File: config.mk
export PLATFORM = sky130hd
export DESIGN_NAME = dfe_iir_eq
export DESIGN_NICKNAME = d
export VERILOG_FILES = /design/src/rtl/dfe_pkg.sv /design/src/rtl/dfe_tail_iir.sv /design/src/rtl/dfe_slicer.sv /design/src/rtl/dfe_iir_eq.sv
export SDC_FILE = /design/constraint.sdc
export NUM_CORES = 1
export LEC_CHECK = 0
export BUFFER_PORTS_ARGS = -buffer_cell sky130_fd_sc_hd__clkbuf_2
export CORE_ASPECT_RATIO = 0.75
export CORE_MARGIN = 2
export CORE_UTILIZATION = 55
export DETAILED_ROUTE_END_ITERATION = 12
export PLACE_DENSITY = 0.74
export REMOVE_ABC_BUFFERS = 1
export SYNTH_ARGS = -nofsm -noshare
export SYNTH_HDL_FRONTEND = slang
export SYNTH_HIERARCHICAL = 1
export SYNTH_SLANG_ARGS = --single-unit
export TNS_END_PERCENT = 30
File: constraint.sdc
create_clock -name clk_i -period 17.2 [get_ports clk_i]
set_clock_uncertainty 0.05 [all_clocks]
set_input_delay 3.44 -clock clk_i [delete_from_list [all_inputs] [get_ports clk_i]]
set_output_delay 3.44 -clock clk_i [all_outputs]
set_load 0.03 [all_outputs]
File: src/rtl/dfe_pkg.sv
package dfe_pkg;
    // Decision encoding shared by the equalizer and its checker.
    typedef logic dec_t;
    localparam dec_t DEC_PLUS  = 1'b1;
    localparam dec_t DEC_MINUS = 1'b0;
endpackage

File: src/rtl/dfe_tail_iir.sv
// First-order recursive tail estimate: decayed old state plus the
// amplitude signed by the decision two symbols back, then saturated.
module dfe_tail_iir #(
    parameter int ALPHA_W = 8,
    parameter int AMP_W   = 8,
    parameter int TAIL_W  = 12
) (
    input  logic signed [TAIL_W-1:0]  tail_q_i,
    input  logic        [ALPHA_W-1:0] decay_i,
    input  logic signed [AMP_W-1:0]   amp_i,
    input  dfe_pkg::dec_t             dec_old_i,
    output logic signed [TAIL_W-1:0]  tail_d_o
);
    localparam int PROD_W = TAIL_W + ALPHA_W + 2;
    localparam logic signed [PROD_W-1:0] T_MAX =
        {{(PROD_W-TAIL_W+1){1'b0}}, {(TAIL_W-1){1'b1}}};
    localparam logic signed [PROD_W-1:0] T_MIN =
        {{(PROD_W-TAIL_W+1){1'b1}}, {(TAIL_W-1){1'b0}}};

    logic signed [PROD_W-1:0] tail_ext;
    logic signed [PROD_W-1:0] decay_ext;
    logic signed [PROD_W-1:0] amp_ext;
    logic signed [PROD_W-1:0] prod;
    logic signed [PROD_W-1:0] decayed;
    logic signed [PROD_W-1:0] amp_term;
    logic signed [PROD_W-1:0] sum;

    always_comb begin
        tail_ext  = {{(PROD_W-TAIL_W){tail_q_i[TAIL_W-1]}}, tail_q_i};
        decay_ext = {{(PROD_W-ALPHA_W){1'b0}}, decay_i};
        amp_ext   = {{(PROD_W-AMP_W){amp_i[AMP_W-1]}}, amp_i};
        prod      = tail_ext * decay_ext;
        decayed   = prod >>> ALPHA_W;
        amp_term  = (dec_old_i == dfe_pkg::DEC_PLUS) ? amp_ext : -amp_ext;
        sum       = decayed + amp_term;
        if (sum > T_MAX) begin
            tail_d_o = T_MAX[TAIL_W-1:0];
        end else if (sum < T_MIN) begin
            tail_d_o = T_MIN[TAIL_W-1:0];
        end else begin
            tail_d_o = sum[TAIL_W-1:0];
        end
    end
endmodule

File: src/rtl/dfe_slicer.sv
// Subtracts first-tap and tail interference and slices the result.
module dfe_slicer #(
    parameter int SAMPLE_W = 8,
    parameter int W1_W     = 8,
    parameter int TAIL_W   = 12,
    parameter int OUT_W    = TAIL_W + 2
) (
    input  logic signed [SAMPLE_W-1:0] sample_i,
    input  logic signed [W1_W-1:0]     tap1_i,
    input  dfe_pkg::dec_t              dec_prev_i,
    input  logic signed [TAIL_W-1:0]   tail_i,
    output logic signed [OUT_W-1:0]    eq_o,
    output dfe_pkg::dec_t              dec_o
);
    logic signed [OUT_W-1:0] samp_ext;
    logic signed [OUT_W-1:0] tap_ext;
    logic signed [OUT_W-1:0] tap_term;
    logic signed [OUT_W-1:0] tail_ext;

    always_comb begin
        samp_ext = {{(OUT_W-SAMPLE_W){sample_i[SAMPLE_W-1]}}, sample_i};
        tap_ext  = {{(OUT_W-W1_W){tap1_i[W1_W-1]}}, tap1_i};
        tail_ext = {{(OUT_W-TAIL_W){tail_i[TAIL_W-1]}}, tail_i};
        tap_term = (dec_prev_i == dfe_pkg::DEC_PLUS) ? tap_ext : -tap_ext;
        eq_o     = samp_ext - tap_term - tail_ext;
        dec_o    = eq_o[OUT_W-1] ? dfe_pkg::DEC_MINUS : dfe_pkg::DEC_PLUS;
    end
endmodule

File: src/rtl/dfe_iir_eq.sv
// Decision-feedback equalizer: one FIR tap plus a recursive tail filter.
module dfe_iir_eq #(
    parameter int SAMPLE_W = 8,
    parameter int W1_W     = 8,
    parameter int AMP_W    = 8,
    parameter int ALPHA_W  = 8,
    parameter int TAIL_W   = 12,
    parameter int OUT_W    = TAIL_W + 2
) (
    input  logic                       clk_i,
    input  logic                       rst_ni,
    input  logic                       in_valid_i,
    input  logic signed [SAMPLE_W-1:0] sample_i,
    input  logic signed [W1_W-1:0]     tap1_i,
    input  logic signed [AMP_W-1:0]    tail_amp_i,
    input  logic        [ALPHA_W-1:0]  tail_decay_i,
    output logic                       valid_o,
    output logic                       dec_o,
    output logic signed [OUT_W-1:0]    eq_o
);
    import dfe_pkg::*;

    typedef struct packed {
        logic                     valid;
        dec_t                     dec;   // decision of the last accepted sample
        dec_t                     d2;    // decision one accepted sample before that
        logic signed [OUT_W-1:0]  eq;
        logic signed [TAIL_W-1:0] tail;
    } state_t;

    localparam state_t ST_RESET = '{
        valid: 1'b0,
        dec:   DEC_PLUS,
        d2:    DEC_PLUS,
        eq:    '0,
        tail:  '0
    };

    state_t st_d, st_q;

    logic signed [TAIL_W-1:0] tail_d;
    logic signed [OUT_W-1:0]  eq_d;
    dec_t                     dec_d;

    dfe_tail_iir #(
        .ALPHA_W (ALPHA_W),
        .AMP_W   (AMP_W),
        .TAIL_W  (TAIL_W)
    ) i_tail (
        .tail_q_i  (st_q.tail),
        .decay_i   (tail_decay_i),
        .amp_i     (tail_amp_i),
        .dec_old_i (st_q.d2),
        .tail_d_o  (tail_d)
    );

    dfe_slicer #(
        .SAMPLE_W (SAMPLE_W),
        .W1_W     (W1_W),
        .TAIL_W   (TAIL_W),
        .OUT_W    (OUT_W)
    ) i_slicer (
        .sample_i   (sample_i),
        .tap1_i     (tap1_i),
        .dec_prev_i (st_q.dec),
        .tail_i     (tail_d),
        .eq_o       (eq_d),
        .dec_o      (dec_d)
    );

    always_comb begin
        st_d       = st_q;
        st_d.valid = in_valid_i;
        if (in_valid_i) begin
            st_d.tail = tail_d;
            st_d.eq   = eq_d;
            st_d.d2   = st_q.dec;
            st_d.dec  = dec_d;
        end
    end

    always_ff @(posedge clk_i or negedge rst_ni) begin
        if (!rst_ni) begin
            st_q <= ST_RESET;
        end else begin
            st_q <= st_d;
        end
    end

    assign valid_o = st_q.valid;
    assign dec_o   = st_q.dec;
    assign eq_o    = st_q.eq;
endmodule

After elaboration in Yosys (flattened, before gate mapping)
Index checks and enable logic that the tools add are counted.

$add $sub $neg: 5. Multiply operators: 1. $lt $le $gt $ge: 2. Muxes and demuxes: 5.

Operators by type and width (count): $mux 12 (2); $add 13x22->22 (1); $gt 22x12->1 const B (1); $lt 22x12->1 const B (1); $mux 22 (1); $neg 8->22 (1); $mul 12x9->21 (1); $mux 14 (1); $neg 8->14 (1); $sub 14x12->14 (1); $sub 8x14->14 (1); $mux 1 (1).

Flip-flop bits (word level): 29. Bits of input ports: 35. Output and inout port bits: 16. Logic and storage cells: 18.

Logic depth before layout (Yosys ltp)
Depth after elaboration: 8. Depth in mapped cells: 40. Depth with buffers taken out: 38.

Modules after synthesis
Netlist, hierarchy kept.

By module, submodules not included: dfe_tail_iir (times used 1, cells an instance 583, area each 4872.2 um^2, seq. area each 0.0 um^2); dfe_slicer (times used 1, cells an instance 174, area each 1310.0 um^2, seq. area each 0.0 um^2); dfe_iir_eq (times used 1, cells an instance 74, area each 1275.0 um^2, seq. area each 728.2 um^2).

Worst setup path after synthesis
Ideal clock, no wire load.

Kind: input to register. From: in tail_decay_i[0]. To: reg st_q, in the netlist eq_o[10]. Library setup time: 0.064 ns. Arrival time: 12.163 ns. Data required time: 17.086 ns. Setup slack: 4.923 ns. Cell stages on the path: 37. Buffers on the path: 2. Cells stage by stage: clkbuf_1 -> nand2_1 -> inv_1 -> fa_1 -> inv_1 -> fa_1 -> inv_1 -> fa_1 -> inv_1 -> fa_1 -> inv_1 -> ha_1 -> a21o_1 -> a21oi_1 -> o21ai_0 -> and3_4 -> o21a_1 -> o211a_1 -> ha_1 -> a21oi_1 -> a21boi_1 -> a311oi_1 -> o211ai_1 -> a311oi_1 -> xor2_1 -> o41a_2 -> buf_6 -> a21oi_2 -> fa_1 -> inv_1 -> ha_1 -> nor2b_1 -> o21ai_1 -> a211oi_2 -> or4_1 -> nand3_1 -> mux2_4.

Word-level cells in the longest chain between the ends: 6. Elaborated cells between the ends (all ways): 7. Those cells by class: add/sub: 2; mul: 1; order compare: 2; mux: 2.

Ends and longest elaborated chain: start, declared (RTL line dfe_iir_eq.sv:16) `input logic [ALPHA_W-1:0] tail_decay_i,`; $mul 12x9->21 * (RTL line dfe_tail_iir.sv:32) `prod = tail_ext * decay_ext;`; $add 13x22->22 * (RTL line dfe_tail_iir.sv:35) `sum = decayed + amp_term;`; $lt 22x12->1 (RTL line dfe_tail_iir.sv:38) `end else if (sum < T_MIN) begin`; $mux 12 (RTL line dfe_tail_iir.sv:38); $mux 12 * (RTL line dfe_tail_iir.sv:36) `if (sum > T_MAX) begin`; net tail_d[2] (RTL line dfe_iir_eq.sv:41) `logic signed [TAIL_W-1:0] tail_d;`; $sub 14x12->14 * (RTL line dfe_slicer.sv:25) `eq_o = samp_ext - tap_term - tail_ext;`; net eq_d[10] (RTL line dfe_iir_eq.sv:42) `logic signed [OUT_W-1:0] eq_d;`; end signal, assigned (RTL line dfe_iir_eq.sv:86) `st_q <= st_d;`; end, declared (RTL line dfe_iir_eq.sv:39) `state_t st_d, st_q;`.

Mark *: on every way through the listed nets, which the timed path passes. The rest lies on a longest branch. A chain may end at the register's enable or synchronous reset.

Final worst setup path
From: in tail_decay_i[2]. To: reg st_q, in the netlist eq_o[13].

Same word-level chain as after synthesis.

==> summary.md <==
| Metric | Value |
|---|---|
| GRT Residual Overflow | 0 |
| First-pass GRT wire length | 27010 um |
| Count leader, synth | inv_1 |
| Commonest cells in the netlist | 152 x inv_1, 91 x fa_1, 77 x ha_1 |
| Vias | 5731 |
| Final WS setup | 3.889 ns |
| DRC violations left | 0 |
| Clk sinks | 29 |
| Reg2Reg Setup Slack | 6.73 ns |
| Prevailing post-synth register cell | dfrtp_1 |
| Die area | 0.01452 mm^2 |
| Vias in the first global route | 5402 |
| Status | finished, final reports clean |
| Area Overhead vs Synth | 5.017% |
| FF-to-FF End | eq_o[13]$_DFFE_PN0P_ |
| Wire per inst | 15.41 um |
| Largest net degree at the start of global routing | 30 |
| Final setup viols | 0 |
| Post-synth top area cell | fa_1 |
| Yosys reg bits | 29 |
| Worst slew pin tran | 1.010 ns |
| Final-report hold violation count | 0 |
| Slowest stage delay, CP | 0.67 ns |
| Final Core Density | 0.5975 |
| Syn Inst Count | 831 |
| Critical-path top delay cell | fa_1 |
| Width of the die | 138.5 um |
| Synthesized area | 0.007457 mm^2 |
| Max-slew violations | 0 |
| Pre-CTS setup slack | 3.758 ns |
| Fraction of registers with async set/reset | 1.000 |
| H-tree depth | 2 |
| Die Ht | 104.8 um |
| CTS clk-pin slew, worst paths | 0.05 ns |
| Minimum clock period | 13.31 ns |
| Clk Latency, worst-skew pair | 0.28 ns |
| Hold EP | eq_o[0]$_DFFE_PN0P_ |
| Ant. Diodes | 0 |
| Nets | 1059 |
| Final ANT Viol Nets | 0 |
| Global Route Usage Sum | 0.2271 |
| CTS tree | built |
| Routability cong. | 0.9674 |
| RSZ-0062 raised after global routing | false |
| Drt initial violations | 408 |
| DRT Pass-1 Iters | 5 |
| Synthesis warning total | 6 |
| Post-Route WL | 15830 um |
| Core ar. | 0.01311 mm^2 |
| DR vias/cell | 5.580 |
| Slew Limit Headroom | 0.3268 |
| Post-synthesis sequential area ratio | 0.09765 |
| EDFF count, synth | 0 |
| MaxCap Viol Count | 0 |
| Crit share post-route | 0.7739 |
| Std cell rows | 36 |
| Initial cell density of the core | 0.5689 |
| Half-perimeter wire length after placement | 13210 um |
| Share of cells above drive strength 1 | 0.1449 |
| CTS max path bufs | 2 |
| Setup TNS | 0 ns |
| Initial antenna violation count | 0 |
| Crit path from | tail_decay_i[2] |
| # hold bufs at CTS | 0 |
| Worst hold path depth | 1 |
| Reg2Reg Depth | 34 |
| PortBufs | 50 |
| # IOs | 51 |
| Hold_sp | eq_o[0]$_DFFE_PN0P_ |
| Synth area leaders | fa_1 24%, ha_1 13%, dfrtp_1 9.1% |
| WP data arrival | 13.43 ns |
| Worst Path Class, Setup | input pin to flop |
| Req. time, crit path | 17.31 ns |
| CP startpoint kind | input pin |
| Cts bufs inserted | 5 |
| Netlist cell types | 75 |
| Fmax | 75.13 MHz |
| # resized after CTS | 0 |
| Hold Crit Class | flop to flop |
| Post-CTS Setup Bufs | 0 |
| Worst-path fanout max | 12 |
| CP Capture Type | flop |
| CTS Root Buffer Type | clkbuf_16 |
| Share of the synthesized area in the top cell type | 0.2443 |
| Syn avg cell area | 8.974 um^2 |
| Worst R2R Start | st_q[11]$_DFFE_PN0P_ |
[registers in the layout, summed over array words and instances (netlist names)]
name / flops
eq_o: 14
st_q: 13
dec_o: 1
valid_o: 1
[final cells by class]
class | instances | area (um^2)
clock buffers | 7 | 142.6
fillers | 1162 | 5276
inverters | 152 | 570.5
multi-input cells | 618 | 5926
flip-flops and latches | 29 | 728.2
well taps | 171 | 214.0
repair buffers | 50 | 250.2
[worst max-delay path, delay by kind of cell]
kind	cells	cell delay, ns
AOI/OAI and AO/OA	16	4.12
xor gates and xnor gates	2	0.70
adders and majority gates	8	3.86
buffers and inverters	6	0.55
muxes	1	0.26
and+or+nand+nor	2	0.43
[how the worst max path moves through the flow]
| stage | endpoint | slack [ns] | cells after the start |
|---|---|---|---|
| 3_3_place_gp | eq_o[11]$_DFFE_PN0P_ | 4.04 | 36 |
| 6_report | eq_o[13]$_DFFE_PN0P_ | 3.89 | 35 |
| 4_1_cts | eq_o[12]$_DFFE_PN0P_ | 4.01 | 35 |
| 3_5_place_dp | eq_o[12]$_DFFE_PN0P_ | 3.76 | 35 |
| 5_1_grt | eq_o[13]$_DFFE_PN0P_ | 3.35 | 35 |
| 2_1_floorplan | eq_o[10]$_DFFE_PN0P_ | 4.95 | 34 |
[per-layer routing]
| metal | share of wire | global-route usage | vias to the layer above |
|---|---|---|---|
| met3 | 0.063 | 0.03162 | 8 |
| met1 | 0.50 | 0.3586 | 2785 |
| met2 | 0.43 | 0.3373 | 171 |
| li1 | - | - | 2767 |
| met4 | 0.0048 | 0.02915 | 0 |
| met5 | 0 | 0 | - |
[cell usage in the layout, fill, tap and decap left out, types with 7 or more instances in the layout]
cell type	Yosys	final
o211ai_1	7	7
a21oi_2	11	11
ha_1	77	77
xor2_1	25	25
nor3_1	9	9
fa_1	91	91
nand2_1	65	65
a21o_1	9	9
o21ai_0	24	24
inv_1	152	152
o21a_1	8	8
a21oi_1	41	41
mux2_4	21	21
clkbuf_2	0	50
mux2_2	11	11
dfrtp_1	27	27
and2_1	48	48
xnor2_1	32	32
nand3_1	13	13
nor2_1	28	28
[stage by stage]
| stage | hold slack, ns | cell area (um^2) | instances |
|---|---|---|---|
| 2_1_floorplan | 0.5170 | 7224 | 799 |
| 3_3_place_gp | 0.4413 | 7689 | 1020 |
| 3_5_place_dp | 0.4459 | 7689 | 1020 |
| 4_1_cts | 0.4587 | 7831 | 1027 |
| 5_1_grt | 0.4710 | 7831 | 1027 |
| 6_report | 0.4557 | 7831 | 1027 |
[cells by family after synthesis]
logic type / Yosys count / share of synthesized area
multiplexers: 33 / 0.06023
AND/OR/NAND/NOR: 216 / 0.1572
AO/OA/AOI/OAI: 143 / 0.1331
adder cells (fa/ha/maj): 168 / 0.3735
buffers and inverters: 184 / 0.1077
flip-flops: 29 / 0.09765
XOR/XNOR: 58 / 0.07064
Power is not shown: default switching activity piles up to over one toggle a cycle in this logic, so the estimate is an artifact.
